`config.mk`:
```
export PLATFORM = sky130hd
export DESIGN_NAME = hub_port_regs
export DESIGN_NICKNAME = d
export VERILOG_FILES = /design/src/rtl/hubPortPkg.sv /design/src/rtl/hubPortCtrl.sv /design/src/rtl/hubPortDatapath.sv /design/src/rtl/hub_port_regs.sv
export SDC_FILE = /design/constraint.sdc
export NUM_CORES = 1
export LEC_CHECK = 0
export ABC_AREA = 1
export BUFFER_PORTS_ARGS = -buffer_cell sky130_fd_sc_hd__buf_2
export CAP_MARGIN = 10
export CORE_UTILIZATION = 50
export DETAILED_ROUTE_END_ITERATION = 10
export GPL_ROUTABILITY_DRIVEN = 0
export PLACE_DENSITY = 0.86
export SLEW_MARGIN = 5
export SYNTH_ARGS = -nofsm -noshare
export SYNTH_HDL_FRONTEND = slang
export SYNTH_SLANG_ARGS = --single-unit
export TNS_END_PERCENT = 10
```
`constraint.sdc`:
```
create_clock -name clk -period 1.4 [get_ports clk]
set_clock_uncertainty 0.15 [all_clocks]
set_input_delay 0.07 -clock clk [delete_from_list [all_inputs] [get_ports clk]]
set_output_delay 0.07 -clock clk [all_outputs]
set_load 0.005 [all_outputs]
```
`src/rtl/hubPortPkg.sv`:
```
package hubPortPkg;
  localparam int IDX_W = 3;
  localparam int WORD_W = 16;

  localparam int BIT_CONN     = 0;
  localparam int BIT_CONN_CHG = 1;
  localparam int BIT_EN       = 2;
  localparam int BIT_EN_CHG   = 3;
  localparam int BIT_LOW_SPD  = 8;
  localparam int BIT_PRST     = 9;

  localparam logic [WORD_W-1:0] KEEP_MASK  = 16'h01FB;
  localparam logic [WORD_W-1:0] W1C_MASK   = 16'h000A;
  localparam logic [WORD_W-1:0] RESET_WORD = 16'h0080;
  localparam logic [WORD_W-1:0] EMPTY_WORD = 16'hFF7F;

  typedef struct packed {
    logic             globalRst;
    logic             wrHit;
    logic             idxValid;
    logic [IDX_W-1:0] idx;
  } portStrobes_t;
endpackage

```
`src/rtl/hubPortCtrl.sv`:
```
module hubPortCtrl
  import hubPortPkg::*;
#(
  parameter int NUM_PORTS = 2
) (
  input  logic         gReset,
  input  logic         wrEn,
  input  logic [3:0]   wordAddr,
  output portStrobes_t strb
);
  logic inWindow;
  logic inRange;

  assign inWindow = wordAddr[3];
  assign inRange  = 32'(wordAddr[2:0]) < NUM_PORTS;

  always_comb begin
    strb.globalRst = gReset;
    strb.idx       = wordAddr[2:0];
    strb.idxValid  = inWindow && inRange;
    strb.wrHit     = wrEn && inWindow && inRange;
  end
endmodule

```
`src/rtl/hubPortDatapath.sv`:
```
module hubPortDatapath
  import hubPortPkg::*;
#(
  parameter int NUM_PORTS = 2
) (
  input  logic                 clk,
  input  logic                 rst_n,
  input  portStrobes_t         strb,
  input  logic [WORD_W-1:0]    wrData,
  input  logic [NUM_PORTS-1:0] attach,
  input  logic [NUM_PORTS-1:0] detach,
  input  logic [NUM_PORTS-1:0] lowSpeed,
  output logic [WORD_W-1:0]    rdData,
  output logic [NUM_PORTS-1:0] busReset,
  output logic [NUM_PORTS-1:0] portEnabled,
  output logic                 resumeReq
);
  logic [WORD_W-1:0]    rdCand [NUM_PORTS];
  logic [NUM_PORTS-1:0] resVec;

  for (genvar p = 0; p < NUM_PORTS; p++) begin : gPort
    logic [WORD_W-1:0] regQ, regN;
    logic presQ, presN, lowQ, lowN, pulseQ, pulseN, resN, wrSel;

    assign wrSel = strb.wrHit && (strb.idx == IDX_W'(p));

    always_comb begin
      regN   = regQ;
      presN  = presQ;
      lowN   = lowQ;
      pulseN = 1'b0;
      resN   = 1'b0;
      if (strb.globalRst) begin
        regN = RESET_WORD;
        if (presQ) begin
          regN[BIT_CONN]     = 1'b1;
          regN[BIT_CONN_CHG] = 1'b1;
          regN[BIT_LOW_SPD]  = lowQ;
          resN               = 1'b1;
        end
      end else if (wrSel && presQ) begin
        pulseN = wrData[BIT_PRST] & ~regQ[BIT_PRST];
        regN   = (regQ & KEEP_MASK) | (wrData & ~KEEP_MASK);
        regN   = regN & ~(wrData & W1C_MASK);
      end
      if (attach[p]) begin
        regN[BIT_CONN]     = 1'b1;
        regN[BIT_CONN_CHG] = 1'b1;
        regN[BIT_LOW_SPD]  = lowSpeed[p];
        presN              = 1'b1;
        lowN               = lowSpeed[p];
        resN               = 1'b1;
      end else if (detach[p]) begin
        if (regN[BIT_CONN]) begin
          regN[BIT_CONN]     = 1'b0;
          regN[BIT_CONN_CHG] = 1'b1;
        end
        if (regN[BIT_EN]) begin
          regN[BIT_EN]     = 1'b0;
          regN[BIT_EN_CHG] = 1'b1;
          resN             = 1'b1;
        end
        presN = 1'b0;
      end
    end

    always_ff @(posedge clk or negedge rst_n) begin
      if (!rst_n) begin
        regQ   <= RESET_WORD;
        presQ  <= 1'b0;
        lowQ   <= 1'b0;
        pulseQ <= 1'b0;
      end else begin
        regQ   <= regN;
        presQ  <= presN;
        lowQ   <= lowN;
        pulseQ <= pulseN;
      end
    end

    assign rdCand[p]      = regQ;
    assign resVec[p]      = resN;
    assign busReset[p]    = pulseQ;
    assign portEnabled[p] = regQ[BIT_EN];
  end

  always_comb begin
    rdData = EMPTY_WORD;
    for (int p = 0; p < NUM_PORTS; p++) begin
      if (strb.idxValid && strb.idx == IDX_W'(p)) rdData = rdCand[p];
    end
  end

  always_ff @(posedge clk or negedge rst_n) begin
    if (!rst_n) resumeReq <= 1'b0;
    else        resumeReq <= |resVec;
  end
endmodule

```
`src/rtl/hub_port_regs.sv`:
```
module hub_port_regs
  import hubPortPkg::*;
#(
  parameter int NUM_PORTS = 2
) (
  input  logic                 clk,
  input  logic                 rst_n,
  input  logic                 gReset,
  input  logic                 wrEn,
  input  logic [3:0]           wordAddr,
  input  logic [15:0]          wrData,
  output logic [15:0]          rdData,
  input  logic [NUM_PORTS-1:0] attach,
  input  logic [NUM_PORTS-1:0] detach,
  input  logic [NUM_PORTS-1:0] lowSpeed,
  output logic [NUM_PORTS-1:0] busReset,
  output logic                 resumeReq,
  output logic [NUM_PORTS-1:0] portEnabled
);
  portStrobes_t strb;

  hubPortCtrl #(.NUM_PORTS(NUM_PORTS)) u_ctrl (
    .gReset   (gReset),
    .wrEn     (wrEn),
    .wordAddr (wordAddr),
    .strb     (strb)
  );

  hubPortDatapath #(.NUM_PORTS(NUM_PORTS)) u_dp (
    .clk         (clk),
    .rst_n       (rst_n),
    .strb        (strb),
    .wrData      (wrData),
    .attach      (attach),
    .detach      (detach),
    .lowSpeed    (lowSpeed),
    .rdData      (rdData),
    .busReset    (busReset),
    .portEnabled (portEnabled),
    .resumeReq   (resumeReq)
  );
endmodule

```
* Word level (Yosys, flattened, before mapping)
Cells that the tools add are included.
Word-level totals: register bits 39, input port bits 30, output and inout port bits 21, logic and storage cells 81
Cells by class: order comparisons 1, equality and inequality tests 1, multiplexer cells 40, bitwise gates (word level) 9, reduce and logical (&&, ||, !) cells 17
Operators with widths (number):
- two-way mux 16 bit | 6
- bitwise AND 16 bit | 2
- OR 9 x 16 -> 16 bit | 2
- two-way mux 1 bit | 22
- two-way mux 2 bit | 10
- NOT 4 -> 16 bit | 1
- logical AND 1 bit | 9
- two-way mux 4 bit | 2
- nonzero test 2 bit | 4
- nonzero test 3 bit | 2
- == test 3 x 1 -> 1 bit, second input constant | 1
- zero test 3 bit | 1
- less-than comparator 3 x 2 -> 1 bit, second input constant | 1
- bitwise AND 1 bit | 2
- NOT 1 bit | 2
- OR reduction 2 bit | 1

* Longest topological paths before layout
Gate-level depths: netlist (run 1).
depth after elaboration 10, mapped depth 7, depth with buffers taken out 7

* Modules after synthesis
From an unflattened synthesis (run 1), not the netlist that was laid out.
Second synthesis, totals: cells, all modules 204, area, all modules 1695.4 µm²
By module, submodules not included:
- hubPortDatapath | times used 1, cells an instance 193, area each 1639.1 µm²
- hubPortCtrl | times used 1, cells an instance 11, area each 56.3 µm²

* Least setup slack after synthesis (run 1)
Ideal clock, no wire load.
path type reg-to-reg, start point reg u_dp.gPort[0].presQ, end point reg u_dp.gPort[0].regQ[3], library setup time 0.126 ns, data arrival time 0.932 ns, data required time 1.124 ns, slack 0.192 ns, stages on the path, launching flop included 8, clock period less this slack 1.208 ns, path through dfrtp_1 inv_1 nor2_1 nand3_2 nand3_1 nand2_1 nand2_1 o21ai_0
Between the ends: longest elaborated chain between the ends 6
Ends and longest elaborated chain:
- start: declaration | RTL line hubPortDatapath.sv:23 | logic presQ, presN, lowQ, lowN, pulseQ, pulseN, resN, wrSel;
- start signal: assignment | RTL line hubPortDatapath.sv:75 | presQ <= presN;
- logical AND 1 bit (*) | RTL line hubPortDatapath.sv:41 | end else if (wrSel && presQ) begin
- two-way mux 16 bit (*) | RTL line hubPortDatapath.sv:41
- two-way mux 16 bit (*) | RTL line hubPortDatapath.sv:33 | if (strb.globalRst) begin
- two-way mux 2 bit | RTL line hubPortDatapath.sv:58 | if (regN[BIT_EN]) begin
- two-way mux 4 bit | RTL line hubPortDatapath.sv:53 | end else if (detach[p]) begin
- two-way mux 2 bit (*) | RTL line hubPortDatapath.sv:46 | if (attach[p]) begin
- via u_dp.gPort[0].regN[3] | RTL line hubPortDatapath.sv:22 | logic [WORD_W-1:0] regQ, regN;
- end signal: assignment | RTL line hubPortDatapath.sv:74 | regQ <= regN;
- end: declaration | RTL line hubPortDatapath.sv:22
The timed path passes the listed nets; every way through them passes the cells marked *. The select of a mux whose other input is x is not followed. A chain may end at the register's enable or synchronous reset.

* Worst setup path after layout (run 1)
start point reg u_dp.gPort[0].regQ[7], end point out rdData[7]
Between the ends: longest elaborated chain between the ends 2
Ends and longest elaborated chain:
- two-way mux 16 bit (2 in series) | RTL line hubPortDatapath.sv:90 | if (strb.idxValid && strb.idx == IDX_W'(p)) rdData = rdCand[p];
- end: declaration | RTL line hub_port_regs.sv:12 | output logic [15:0] rdData,
No other way between the ends.

==> metrics.json, run 1 <==
{
  "finish": {
    "register_area_sq_um": 828.3,
    "drive_above_1_share": 0.3050,
    "number_of_fill_cells_in_the_layout": 223,
    "final_area_sq_um": 2190,
    "insertedDiodeCount": 0,
    "layout_nets": 288,
    "area_delta_synth_final_pct": 38.45,
    "fin_util": 0.7231,
    "multi_input_comb_area_sq_um": 588.1
  },
  "floorplan": {
    "die-area_sq_um": 3392,
    "initial_core_util": 0.5223,
    "die-width_microns": 58.24,
    "floorplan.rows": 20,
    "core_footprint_sq_um": 3028,
    "top_level_ports": 51,
    "die_h_microns": 58.24
  },
  "min_path": {
    "hold_depth": 6,
    "hold_path_class": "in -> reg"
  },
  "status": {
    "outcome": "finished, violations left",
    "failed_checks": "DRC"
  },
  "synthesis": {
    "postSynthRegisterBits": 33,
    "synth-warning-count": 0,
    "synthFlopType": "dfrtp_1",
    "synth-async-reset-ratio": 1.000,
    "synth_sequential_area_ratio": 0.5237,
    "synth_edf_count": 0,
    "synth.cell_area_sq_um": 1582,
    "syn_inst": 182,
    "synthesis.area_per_instance_sq_um": 8.690,
    "synthesis.nets": 212,
    "post_synth_num_cell_types": 23
  },
  "power": {
    "p_switching_w": 0.0004813,
    "p_comb_frac": 0.153,
    "power_report.internal_total_w": 0.001363,
    "p_per_area_nw_per_um2": 842.1,
    "static-leakage-power_nw": 1.130,
    "vdd_drop_max_mv": 0.4188,
    "swShare": 0.2610,
    "power.clock.fraction": 0.305,
    "pwr-share-seq": 0.542
  },
  "setup_path": {
    "worst_ep_arrival_time_ps": 1170,
    "reg2reg_depth": 7,
    "timing.reg2reg.setup_slack_ps": 70,
    "path_class": "reg -> out",
    "cp-end-kind": "output pin",
    "crit_required_ps": 1180,
    "critical_path.max_fanout": 2,
    "worst_setup_path_start_kind": "flip-flop"
  },
  "detailed_routing": {
    "post_drt_via_cell_ratio": 5.076,
    "vias_post_dr": 1538,
    "postRouteWirelength_mm": 3.854,
    "detailedRoute.firstIterationViolations": 70,
    "drc_errors": 2,
    "first_pass_iteration_count_of_the_detailed_router": 8,
    "antenna_left": 0,
    "detail_routed_net_length_per_standard_cell_microns": 12.72
  },
  "clock_tree": {
    "clock_latency_ps": 340,
    "worst_setup_hold_path_clk_slew_ps": 100,
    "number_of_clock_sinks": 33,
    "cts_buffer_depth": 2,
    "total_cts_buffers": 5,
    "htree_levels": 2,
    "tritoncts": "yes",
    "cts_root_buffer_type": "clkbuf_4"
  },
  "placed_design": {
    "numPortBuffers": 44,
    "dp_hpwl_mm": 2.372,
    "placed_standard_cell_area_sq_um": 1826
  },
  "timing": {
    "setup_viol": 0,
    "tightestPinTransition_ps": 405.2,
    "relSlewSlack": 0.7299,
    "period_share": 0.9939,
    "unrepaired_setup_endpoints_after_global_routing": "yes",
    "final-hold-violation-count": 0,
    "max_freq_ghz": 0.7186,
    "post-route-min-period_ps": 1392,
    "drv_slew": 0
  },
  "grt": {
    "overflow": 0,
    "grt_max_degree": 34,
    "grt_antenna_before_repair": 0,
    "grt_util_all_layers": 0.2660,
    "first_pass_grt_wire_length_mm": 6.430,
    "grt_pass1_vias": 1432
  },
  "flow_run": {
    "max_cap_violations": 0
  }
}
-- synthesized netlist by cell type (3+ instances only) --
master | count | area share
o22a_1 | 5 | 0.028
o22ai_1 | 8 | 0.032
nand2_1 | 33 | 0.078
inv_1 | 29 | 0.069
o21ai_0 | 13 | 0.041
nor2_1 | 15 | 0.036
nor2_4 | 3 | 0.021
a21oi_1 | 10 | 0.032
dfrtp_1 | 31 | 0.49
nand4_1 | 3 | 0.012
nand3_1 | 8 | 0.025
buf_4 | 6 | 0.028
o211ai_1 | 3 | 0.014
-- timing repair --
action	CTS	global route
gates cloned	0	0
gates resized for setup	1	14
setup endpoints to repair	1	21
pin swaps	1	0
setup buffers	4	0
hold endpoints to repair	64	0
hold buffers	25	0
-- flip-flops by register name, summed over array words and instances (netlist names) --
signal             count
u_dp.gPort.regQ       26
u_dp.gPort.lowQ        2
u_dp.gPort.presQ       2
u_dp.gPort.pulseQ      2
u_dp.resumeReq         1
-- per-layer routing --
layer  vias to the layer above  wire [microns]  track usage
li1                        746               -            -
met2                        51            1968       0.4302
met5                         -               0            0
met1                       732            1595       0.3180
met4                         0              92       0.1190
met3                         9             198      0.09821
-- cell families (layout without fill, tap and decap cells) --
kind of cell,after synthesis,after routing,share of synthesized area
and+or+nand+nor,68,68,0.2065
AOI/OAI and AO/OA,41,41,0.1543
buffers and inverters,40,117,0.1155
DFF,33,33,0.5237
-- critical path, stage by stage, from the launching register on --
cell and delay (ps):
dfstp_2 540, inv_2 30, o22ai_1 130, buf_2 130
-- path summary, 6_finish.rpt --
check,start,endpoint
max in group asynchronous,rst_n,u_dp.gPort[1].regQ[7]$_DFFE_PN1P_
min reg2reg,u_dp.gPort[1].regQ[9]$_DFFE_PN0P_,u_dp.gPort[1].pulseQ$_DFF_PN0_
min,wordAddr[1],u_dp.gPort[0].pulseQ$_DFF_PN0_
max reg2reg,u_dp.gPort[0].presQ$_DFFE_PN0P_,u_dp.gPort[0].regQ[3]$_DFF_PN0_
min in group asynchronous,rst_n,u_dp.gPort[1].pulseQ$_DFF_PN0_
max,u_dp.gPort[0].regQ[7]$_DFFE_PN1P_,rdData[7]
-- cells in the final DEF (no fill, tap or decap), types with 5 or more instances in the layout --
cell type	instances
buf_2	44
nand2_1	31
dfrtp_1	31
inv_1	26
dlygate4sd3_1	22
nor2_1	14
a21oi_1	10
o21ai_0	9
o22ai_1	8
buf_4	8
nand3_1	6
inv_2	5
o22a_1	5
clkbuf_4	5
-- power groups by stage --
stage          clock (W)  combinational [W]  sequential, W
2_1_floorplan          0           0.000112        0.00101
3_3_place_gp           0           0.000213        0.00101
3_5_place_dp           0           0.000217        0.00102
4_1_cts         0.000575           0.000272       0.000998
5_1_grt         0.000639           0.000315        0.00100
6_report        0.000562           0.000282       0.000999
-- metrics by stage --
step                total power (W)  TNS (ps)  hold WS (ps)  instances  worst slack [ps]
detailed placement         0.001234         0        -38.37        266             45.48
global route               0.001958    -118.7         58.37        303            -63.31
CTS                        0.001845    -3.454         10.53        303            -3.454
global placement           0.001228         0        -39.83        266             88.17
floorplan                  0.001125         0        -375.6        182             192.4
finish                     0.001844         0         28.45        303             8.498
-- final cells by class --
type	instances	area share
Multi-Input combinational cell	109	0.2686
Timing Repair Buffer	77	0.2457
Clock buffer	8	0.02686
Inverter	32	0.05543
Sequential cell	33	0.3783
Tap cell	44	0.02514
Note: power is estimated with default switching activity, not from simulation.
==> run 2: changes to the inputs <==
PLACE_DENSITY = default   (was 0.86)
PLACE_DENSITY_LB_ADDON = 0.05   (was default)
==> run 2 against run 1 <==
The flow now finishes without violations. Flip-flop and latch count is the same. Die area is the same. Global-route usage shrank 1.3 points. Total power grew 0.32%. Non-clock buffer count shrank 5. Sequential share of layout area grew 0.42 points. Clock-buffer cell count is the same. Clock power is essentially flat. Cell count shrank 1.7%. Sequential power is essentially flat. Wire length grew 1.9%. Core utilization shrank 0.79 points.
==> metrics.json, run 2 (synthesis results as in run 1) <==
{
  "finish": {
    "commonest_non_fill_non_tap_cell_in_the_layout": {"value": "buf_2", "change": "unchanged"},
    "insertedDiodeCount": {"value": 0, "change": "unchanged"},
    "fin_cells": {"value": 298, "change": "was 303"},
    "mostFrequentLayoutCells": {"value": "44 x buf_2, 32 x nand2_1, 31 x dfrtp_1, 25 x inv_1, 24 x dlygate4sd3_1", "change": "was 44 x buf_2, 31 x nand2_1, 31 x dfrtp_1, 26 x inv_1, 22 x dlygate4sd3_1"},
    "registers.top_by_ff_count": {"value": "u_dp.gPort.regQ", "change": "unchanged"},
    "layout_nets": {"value": 283, "change": "was 288"},
    "area_delta_synth_final": {"value": 36.95, "unit": "%", "change": "was 38.45%"},
    "drive_above_1_share": {"value": 0.2913, "change": "was 0.3050"},
    "largest_register_ffs": {"value": 26, "change": "unchanged"}
  },
  "grt": {
    "first_pass_grt_wire_length": {"value": 6.334, "unit": "mm", "change": "was 6.430 mm"},
    "grt_max_degree": {"value": 19, "change": "was 34"},
    "grt_util_all_layers": {"value": 0.2535, "change": "was 0.2660"},
    "grt_pass1_vias": {"value": 1408, "change": "was 1432"},
    "grt_antenna_before_repair": {"value": 0, "change": "unchanged"},
    "overflow": {"value": 0, "change": "unchanged"}
  },
  "timing": {
    "drv_slew": {"value": 0, "change": "unchanged"},
    "post-route-min-period": {"value": 1388, "unit": "ps", "change": "was 1392 ps"},
    "period_share": {"value": 0.9913, "change": "was 0.9939"},
    "max_freq": {"value": 0.7205, "unit": "GHz", "change": "was 0.7186 GHz"},
    "setup_viol": {"value": 0, "change": "unchanged"},
    "unrepaired_setup_endpoints_after_global_routing": {"value": "yes", "change": "unchanged"},
    "timing.setup.tns": {"value": 0, "unit": "ps", "change": "unchanged"},
    "final-hold-violation-count": {"value": 0, "change": "unchanged"},
    "relSlewSlack": {"value": 0.6977, "change": "was 0.7299"},
    "fin_worst_hold_slack": {"value": 9.395, "unit": "ps", "change": "was 28.45 ps"},
    "tightestPinTransition": {"value": 453.4, "unit": "ps", "change": "was 405.2 ps"}
  },
  "detailed_routing": {
    "postRouteWirelength": {"value": 3.926, "unit": "mm", "change": "was 3.854 mm"},
    "detail_routed_net_length_per_standard_cell": {"value": 13.17, "unit": "microns", "change": "was 12.72 microns"},
    "first_pass_iteration_count_of_the_detailed_router": {"value": 4, "change": "was 8"},
    "drc_errors": {"value": 0, "change": "was 2"},
    "detailedRoute.firstIterationViolations": {"value": 52, "change": "was 70"},
    "vias_post_dr": {"value": 1509, "change": "was 1538"},
    "post_drt_via_cell_ratio": {"value": 5.064, "change": "was 5.076"},
    "antenna_left": {"value": 0, "change": "unchanged"}
  },
  "floorplan": {
    "die-area": {"value": 3392, "unit": "sq um", "change": "unchanged"},
    "floorplan.rows": {"value": 20, "change": "unchanged"},
    "die_h": {"value": 58.24, "unit": "microns", "change": "unchanged"},
    "die-width": {"value": 58.24, "unit": "microns", "change": "unchanged"},
    "core_footprint": {"value": 3028, "unit": "sq um", "change": "unchanged"},
    "top_level_ports": {"value": 51, "change": "unchanged"},
    "initial_core_util": {"value": 0.5223, "change": "unchanged"}
  },
  "setup_path": {
    "path_class": {"value": "reg -> out", "change": "unchanged"},
    "worst_setup_path_start_kind": {"value": "flip-flop", "change": "unchanged"},
    "critical_path.cell_chain": {"value": "inv_2, o22ai_2, buf_2", "change": "was inv_2, o22ai_1, buf_2"},
    "crit_required": {"value": 1180, "unit": "ps", "change": "about the same"},
    "worst_ep_arrival_time": {"value": 1170, "unit": "ps", "change": "about the same"},
    "cp.buffers_inverters": {"value": 2, "change": "unchanged"},
    "cp-end-kind": {"value": "output pin", "change": "unchanged"},
    "top_family_by_delay_on_critical_path": {"value": "flip-flops", "change": "unchanged"},
    "critical_path.max_fanout": {"value": 2, "change": "unchanged"},
    "cp_slowest_stage_delay": {"value": 540, "unit": "ps", "change": "about the same"},
    "critPathSlowestCell": {"value": "dfstp_2", "change": "unchanged"}
  },
  "clock_tree": {
    "cts_root_buffer_type": {"value": "clkbuf_4", "change": "unchanged"},
    "htree_levels": {"value": 2, "change": "unchanged"},
    "worst_setup_hold_path_clk_slew": {"value": 100, "unit": "ps", "change": "about the same"},
    "cts.repair_timing.setup_buffer_count": {"value": 0, "change": "was 4"},
    "cts_buffer_depth": {"value": 2, "change": "unchanged"},
    "tritoncts": {"value": "yes", "change": "unchanged"},
    "clock_latency": {"value": 340, "unit": "ps", "change": "about the same"},
    "total_cts_buffers": {"value": 5, "change": "unchanged"},
    "number_of_clock_sinks": {"value": 33, "change": "unchanged"}
  },
  "placed_design": {
    "numPortBuffers": {"value": 44, "change": "unchanged"},
    "placed_cells": {"value": 265, "change": "was 266"},
    "dp_hpwl": {"value": 2.536, "unit": "mm", "change": "was 2.372 mm"}
  },
  "flow_run": {
    "max_cap_violations": {"value": 0, "change": "unchanged"}
  },
  "min_path": {
    "hold_path_class": {"value": "in -> reg", "change": "unchanged"}
  },
  "power": {
    "p_per_area": {"value": 854.1, "unit": "nW/um^2", "change": "was 842.1 nW/um^2"},
    "vdd_drop_max": {"value": 0.6860, "unit": "mV", "change": "was 0.4188 mV"},
    "total_power": {"value": 0.001850, "unit": "W", "change": "was 0.001844 W"},
    "static-leakage-power": {"value": 1.099, "unit": "nW", "change": "was 1.130 nW"}
  },
  "status": {
    "outcome": {"value": "completed", "change": "was finished, violations left"}
  }
}
-- run 2: area by class of cell --
cell class | instances | area, sq um
inverters | 32 | 121.4
fillers | 254 | 862.1
multi-input cells | 109 | 594.3
clock buffers | 8 | 58.81
well taps | 44 | 55.05
flip-flops and latches | 33 | 828.3
repair buffers | 72 | 508.0
-- run 2: metal layers --
metal / share of wire / wire length, microns / GRT usage / vias up
li1: - / - / - / 731
met5: 0 / 0 / 0 / -
met2: 0.49 / 1923 / 0.4122 / 59
met3: 0.059 / 233 / 0.06696 / 3
met1: 0.44 / 1743 / 0.3451 / 716
met4: 0.0069 / 27 / 0.05102 / 0
-- run 2: where the power goes --
part	switching, W	internal, W	leakage, nW	total, W
combinational	0.000153	0.000135	0.644	0.000288
clock	0.000316	0.000248	0.0326	0.000563
sequential	0.0000162	0.000982	0.422	0.000999
total	0.000485	0.00136	1.10	0.00185
-- run 2: worst paths after layout --
path,start,endpoint,slack [ps],cells after the start
hold / removal,wordAddr[0],u_dp.gPort[0].regQ[1]$_DFF_PN0_,9,5
setup / recovery,u_dp.gPort[0].regQ[7]$_DFFE_PN1P_,rdData[7],10,3
max in group asynchronous,rst_n,u_dp.gPort[1].regQ[15]$_DFFE_PN0P_,600,3
setup reg to reg,u_dp.gPort[0].presQ$_DFFE_PN0P_,u_dp.gPort[0].regQ[3]$_DFF_PN0_,50,7
hold reg to reg,u_dp.gPort[1].regQ[9]$_DFFE_PN0P_,u_dp.gPort[1].pulseQ$_DFF_PN0_,290,1
min in group asynchronous,rst_n,u_dp.gPort[1].regQ[1]$_DFF_PN0_,60,2
-- run 2: what timing repair did --
action | in CTS | in global routing
pin swaps | 1 | 2
hold buffers | 26 | 1
setup endpoints to repair | 5 | 20
resized for setup | 1 | 15
endpoints found under the hold margin | 65 | 1
-- run 2: worst reg2reg max path, stage by stage (launching register included) --
cell and delay (ps):
dfrtp_1 380, inv_2 50, nor2_1 140, buf_4 160, nand4_1 160, nand2_1 120
nand2_1 50, o21ai_0 70
-- run 2: stage by stage --
| step | cell area (sq um) | worst slack [ps] | util |
|---|---|---|---|
| final | 2166 | 12.16 | 0.7153 |
| after detailed placement | 1831 | 15.55 | 0.6045 |
| after floorplan | 1582 | 192.4 | - |
| after global routing | 2166 | -56.60 | 0.7153 |
| after CTS | 2152 | 2.757 | 0.7107 |
| after global placement | 1831 | 64.72 | 0.6045 |
